--- config.mk ---
export PLATFORM = sky130hd
export DESIGN_NAME = mdm_status_watch
export DESIGN_NICKNAME = d
export VERILOG_FILES = /design/src/rtl/mdm_stat_pkg.sv /design/src/rtl/mdm_sync.sv /design/src/rtl/mdm_line_flag.sv /design/src/rtl/mdm_status_watch.sv
export SDC_FILE = /design/constraint.sdc
export NUM_CORES = 1
export LEC_CHECK = 0
export ABC_AREA = 1
export BUFFER_PORTS_ARGS = -buffer_cell sky130_fd_sc_hd__clkbuf_2
export CAP_MARGIN = 10
export CORE_MARGIN = 2
export CORE_UTILIZATION = 46
export DETAILED_ROUTE_END_ITERATION = 7
export GPL_ROUTABILITY_DRIVEN = 0
export PLACE_DENSITY = 0.8
export SYNTH_ARGS = -nofsm -noshare
export SYNTH_HDL_FRONTEND = slang
export SYNTH_SLANG_ARGS = --single-unit
--- constraint.sdc ---
create_clock -name clk -period 1 [get_ports clk]
set_input_delay 0.1 -clock clk [delete_from_list [all_inputs] [get_ports clk]]
set_output_delay 0.1 -clock clk [all_outputs]
set_load 0.005 [all_outputs]
--- src/rtl/mdm_stat_pkg.sv ---
package mdm_stat_pkg;

    localparam int LINE_CNT = 4;
    localparam int CTS_IDX  = 0;
    localparam int DSR_IDX  = 1;
    localparam int RING_IDX = 2;
    localparam int DCD_IDX  = 3;

    typedef enum logic {
        EDGE_ANY  = 1'b0,
        EDGE_FALL = 1'b1
    } edge_kind_e;

    typedef struct packed {
        logic                fcm;
        logic [LINE_CNT-1:0] level;
        logic [LINE_CNT-1:0] flag;
    } stat_word_t;

    localparam int WORD_W = $bits(stat_word_t);

    function automatic edge_kind_e line_kind(int idx);
        return (idx == RING_IDX) ? EDGE_FALL : EDGE_ANY;
    endfunction

    function automatic logic edge_hit(edge_kind_e kind, logic prev, logic cur);
        if (kind == EDGE_FALL)
            return prev & ~cur;
        return prev ^ cur;
    endfunction

    function automatic logic [LINE_CNT-1:0] clear_mask(stat_word_t w);
        return w.flag;
    endfunction

    function automatic logic mode_bit(stat_word_t w);
        return w.fcm;
    endfunction

endpackage

--- src/rtl/mdm_sync.sv ---
module mdm_sync #(
    parameter int WIDTH  = 4,
    parameter int STAGES = 2
) (
    input  logic             clk,
    input  logic             rst,
    input  logic [WIDTH-1:0] d_async,
    output logic [WIDTH-1:0] q_sync
);

    logic [WIDTH-1:0] chain_q [STAGES];

    always_ff @(posedge clk) begin
        if (rst)
            chain_q[0] <= '0;
        else
            chain_q[0] <= d_async;
    end

    for (genvar s = 1; s < STAGES; s++) begin : g_stage
        always_ff @(posedge clk) begin
            if (rst)
                chain_q[s] <= '0;
            else
                chain_q[s] <= chain_q[s-1];
        end
    end

    assign q_sync = chain_q[STAGES-1];

endmodule

--- src/rtl/mdm_line_flag.sv ---
module mdm_line_flag
    import mdm_stat_pkg::*;
#(
    parameter edge_kind_e KIND = EDGE_ANY
) (
    input  logic clk,
    input  logic rst,
    input  logic lvl,
    input  logic clr,
    output logic flag,
    output logic newly_set
);

    logic prev_q;
    logic flag_q;
    logic hit;
    logic flag_d;

    always_comb begin
        hit       = edge_hit(KIND, prev_q, lvl);
        flag_d    = hit | (flag_q & ~clr);
        newly_set = flag_d & ~flag_q;
    end

    always_ff @(posedge clk) begin
        if (rst) begin
            prev_q <= 1'b0;
            flag_q <= 1'b0;
        end else begin
            prev_q <= lvl;
            flag_q <= flag_d;
        end
    end

    assign flag = flag_q;

    // a flag only rises after a detected edge
    p_set_cause_r3: assert property (@(posedge clk) disable iff (rst)
        $rose(flag_q) |-> $past(hit));

    // clear without a competing edge drops the flag
    p_clear_r5: assert property (@(posedge clk) disable iff (rst)
        (flag_q && clr && !hit) |=> !flag_q);

    // an edge always leaves the flag set, clear or not
    p_edge_wins_r6: assert property (@(posedge clk) disable iff (rst)
        hit |=> flag_q);

    // without a clear the flag never drops
    p_sticky_r9: assert property (@(posedge clk) disable iff (rst)
        (flag_q && !clr) |=> flag_q);

endmodule

--- src/rtl/mdm_status_watch.sv ---
module mdm_status_watch
    import mdm_stat_pkg::*;
#(
    parameter int SYNC_STAGES = 2
) (
    input  logic                clk,
    input  logic                rst,
    input  logic [LINE_CNT-1:0] modem_in,
    input  logic                wr_en,
    input  logic [WORD_W-1:0]   wr_data,
    output logic [WORD_W-1:0]   stat_rd,
    output logic                mdm_chg_evt
);

    stat_word_t          wr_word;
    stat_word_t          stat_w;
    logic [LINE_CNT-1:0] lvl_sync;
    logic [LINE_CNT-1:0] flags;
    logic [LINE_CNT-1:0] newly;
    logic [LINE_CNT-1:0] clr_vec;
    logic                fcm_q;
    logic                evt_q;

    assign wr_word = stat_word_t'(wr_data);
    assign clr_vec = wr_en ? clear_mask(wr_word) : '0;

    mdm_sync #(
        .WIDTH  (LINE_CNT),
        .STAGES (SYNC_STAGES)
    ) u_sync (
        .clk     (clk),
        .rst     (rst),
        .d_async (modem_in),
        .q_sync  (lvl_sync)
    );

    for (genvar i = 0; i < LINE_CNT; i++) begin : g_line
        mdm_line_flag #(
            .KIND (line_kind(i))
        ) u_flag (
            .clk       (clk),
            .rst       (rst),
            .lvl       (lvl_sync[i]),
            .clr       (clr_vec[i]),
            .flag      (flags[i]),
            .newly_set (newly[i])
        );
    end

    always_ff @(posedge clk) begin
        if (rst) begin
            fcm_q <= 1'b0;
            evt_q <= 1'b0;
        end else begin
            if (wr_en)
                fcm_q <= mode_bit(wr_word);
            evt_q <= |newly;
        end
    end

    always_comb begin
        stat_w.fcm   = fcm_q;
        stat_w.level = lvl_sync;
        stat_w.flag  = flags;
    end

    assign stat_rd     = stat_w;
    assign mdm_chg_evt = evt_q;

    // a pulse always comes with at least one set flag
    p_evt_has_flag_r7: assert property (@(posedge clk) disable iff (rst)
        mdm_chg_evt |-> (|flags));

    // the mode bit follows the written value
    p_mode_rw_r8: assert property (@(posedge clk) disable iff (rst)
        wr_en |=> (stat_rd[8] == $past(wr_data[8])));

    // ring flag rises only after the level went 1 then 0
    p_ring_fall_r4: assert property (@(posedge clk) disable iff (rst)
        $rose(flags[RING_IDX]) |-> (!$past(lvl_sync[RING_IDX]) && $past(lvl_sync[RING_IDX], 2)));

endmodule

==> metrics.md <==
| Metric | Value |
|---|---|
| Outcome | `finished clean` |
| Longest Clk Path Bufs | `2` |
| RSZ-0062 raised after global routing | `no` |
| Synthesis Warnings | `0` |
| Largest fanout on the critical path | `3` |
| Buffers inserted during post-CTS setup optimization | `0` |
| Sequential cell area | `360.3 µm²` |
| Post-Synthesis Net Count | `108` |
| Routed via count divided by cell count | `4.184` |
| Number of buffers created by CTS | `3` |
| Mean instance size in the synthesized netlist | `7.915 µm²` |
| Register clock-pin slew on the reported worst setup and hold paths | `about 0.090 ns` |
| Routed Wire Length | `964 µm` |
| Final number of max-transition violations | `0` |
| Effective utilization at floorplan | `between 40% and 50%` |
| Total number of vias | `523` |
| Sequential-to-total area share from yosys stat | `49.48%` |
| Routed length per placed instance | `7.712 µm` |
| Standard-cell rows | `14` |
| Cell chain of the critical path | `clkbuf_2` |
| Path type of the worst setup path | `reg2out` |
| Finished Cell Area | `about 830 µm²` |
| Number of storage elements in the synthesis netlist | `18` |
| Cells after synthesis | `92` |
| Total of endpoints with negative setup slack in the final report | `0` |
| Final Power | `1.243 mW` |
| Number of port buffers | `21` |
| Antenna violations before repair | `0` |
| Final-report hold violation count | `0` |
| Arr. time, crit path | `slightly below 0.8 ns` |
| Largest net degree at the start of global routing | `19` |
| Final setup TNS | `0 ns` |
| Family of cells with the greatest summed delay on the critical path | `flip-flops` |
| Layout overhead on the synthesized area | `13.40%` |
| Endpoint required time on the critical path | `0.90 ns` |
| Core Util, Final | `55.46%` |
| Cell area after synthesis | `between 700 and 800 µm²` |
| Number of library cell types mapped by synthesis | `14` |
| Classification of the worst-slack hold path | `in2reg` |
| Total global-route track usage | `11.90%` |
| Crit path buffers/inverters | `1` |
| Leakage power of the design | `~0.42 nW` |
| Final critical-path required period | `0.8854 ns` |
| Worst IR Drop VDD | `0.001018 V` |
| Wire length of the first global-routing pass | `1621 µm` |
| Layout cells sized above 1 | `30.28%` |
| Highest clock frequency the design can meet | `1129 MHz` |
| Clock Skews | `0.001680 ns` |
| Number of antenna cells inserted | `0` |
| Worst Max-Slew Pin Slew | `0.3711 ns` |
| Worst slew margin relative to its limit | `75.26%` |
| Area contributors post-synth | `sky130_fd_sc_hd__dfxtp_1, sky130_fd_sc_hd__buf_4, sky130_fd_sc_hd__inv_1` |
| Horizontal die dimension | `43.79 µm` |
| Vert. Die Dim | `43.79 µm` |
| Final antenna-violating net count | `0` |
| Critical Path Max Stage Delay | `about 0.37 ns` |
| I/O pin total | `26` |
| Vias in the first global route | `408` |
| Total number of clock tree sinks | `18` |
| Share of Yosys cell area claimed by the top area cell type | `49.48%` |
| Slowest cell on crit path | `sky130_fd_sc_hd__dfxtp_1` |
| Maximum Capacitance Violations | `0` |
| Cell type with the largest total area after synthesis | `sky130_fd_sc_hd__dfxtp_1` |
| Pwr/cell area | `1506 mW/mm²` |
| Final worst-path cycle share | `between 80% and 90%` |
| Area taken by multi-input logic gates | `between 200 and 250 µm²` |
| Core Region | `0.001489 mm²` |
| Clk Tree Root Cell | `sky130_fd_sc_hd__clkbuf_4` |
| CTS H-tree lvls | `1` |
| Number of placed cells counting well taps | `around 120` |
| Sort of element at the start of the critical path | `register` |
| Residual overflow from global routing | `0` |
| Iter 0 DRT Violations | `6` |
| Post-place instance area | `763.2 µm²` |
| Worst-skew pair later-pin latency | `0.28 ns` |
| Non-filler instance count after layout | `125` |
| Fillcell total | `about 150` |
| Final routed DRC violation total | `0` |
| HPWL reported at the end of detailed placement | `721.1 µm` |
| TritonCTS clock tree | `built` |
| Kind of end point of the critical path | `primary output` |
| Net count reported at finish | `between 100 and 150` |
| Area of the die | `0.001917 mm²` |
| Detailed-routing iteration count for the pre-antenna-repair pass | `4` |
## cell usage in the layout (no fill, tap or decap), drive strengths merged
| master | Yosys | final |
|---|---|---|
| clkbuf | 0 | 24 |
| nand2 | 20 | 20 |
| inv | 19 | 19 |
| dfxtp | 18 | 18 |
| nor2 | 15 | 15 |
| a21oi | 4 | 4 |
| dlygate4sd3 | 0 | 4 |
| nand3 | 3 | 3 |
| a211oi | 1 | 1 |
| nand3b | 1 | 1 |
## Yosys cell counts
master and n:
sky130_fd_sc_hd__nand3b_1 1, sky130_fd_sc_hd__nand3_1 1, sky130_fd_sc_hd__buf_6 2, sky130_fd_sc_hd__nor2_2 1, sky130_fd_sc_hd__nand2_1 17, sky130_fd_sc_hd__nand3_2 2, sky130_fd_sc_hd__inv_1 17, sky130_fd_sc_hd__inv_2 2
sky130_fd_sc_hd__a21oi_1 4, sky130_fd_sc_hd__nand2_2 3, sky130_fd_sc_hd__nor2_1 14, sky130_fd_sc_hd__dfxtp_1 18, sky130_fd_sc_hd__buf_4 9, sky130_fd_sc_hd__a211oi_2 1
## stage by stage
step	worst slack [ns]	hold slack (ns)
2_1_floorplan	0.2442	0.1943
3_3_place_gp	0.1903	0.2925
3_5_place_dp	0.1803	0.2961
4_1_cts	0.09963	0.03031
5_1_grt	0.05332	0.03745
6_report	0.1146	0.03642
## report_power, final
part	internal (mW)	leakage, nW	switching [mW]
logic	0.0671	0.254	0.0656
clock network	0.140	0.0138	0.203
registers	0.752	0.148	0.0163
total	0.959	0.415	0.285
## registers in the layout (all words and copies together) (netlist names)
signal	flops
u_sync.chain_q	8
g_line.u_flag.flag	4
g_line.u_flag.prev_q	4
fcm_q	1
mdm_chg_evt	1
## cells by family after synthesis
family / Yosys count / synth area share [%]
AND/OR/NAND/NOR: 39 / 23.88
buffers and inverters: 30 / 22.16
AO/OA/AOI/OAI: 5 / 4.467
flip-flops: 18 / 49.49
## worst paths after layout
kind                                                        end  slack, ns                            start  cells past startpoint
worst max-delay path                                 stat_rd[7]       0.11  u_sync.chain_q[1][3]$_SDFF_PP0_                      1
worst min-delay path                         fcm_q$_SDFFE_PP0P_       0.04                       wr_data[8]                      3
worst max register to register           mdm_chg_evt$_SDFF_PP0_       0.18  u_sync.chain_q[1][3]$_SDFF_PP0_                      5
worst min register to register  u_sync.chain_q[1][1]$_SDFF_PP0_       0.41  u_sync.chain_q[0][1]$_SDFF_PP0_                      2
## layer usage
metal | wire length (µm) | global-route usage, % | vias up
met4 | 17 | 7.273 | 0
met3 | 68 | 5.000 | 2
met5 | 0 | 0 | -
met2 | 430 | 17.35 | 19
li1 | - | - | 294
met1 | 448 | 14.43 | 208
## worst reg2reg max path, cell delays in order, from the launching register on
cell and delay (ns):
sky130_fd_sc_hd__dfxtp_1 0.37, sky130_fd_sc_hd__nand2_1 0.09, sky130_fd_sc_hd__nand3_2 0.07, sky130_fd_sc_hd__nand2_1 0.05, sky130_fd_sc_hd__nor2_1 0.09, sky130_fd_sc_hd__nor2_1 0.04
## timing repair
action | in CTS | in global routing
hold buffers | 4 | 0
setup endpoints to repair | 0 | 0
resized for setup | 0 | 0
endpoints found under the hold margin | 4 | 0
## final cells by class
type                            instances  area share, %
Clock buffer                            3          2.727
Inverter                               19          8.636
Multi-Input combinational cell         44          25.00
Sequential cell                        18          43.64
Tap cell                               16          2.424
Timing Repair Buffer                   25          17.58
No activity file was read; power rests on OpenSTA's default activity.
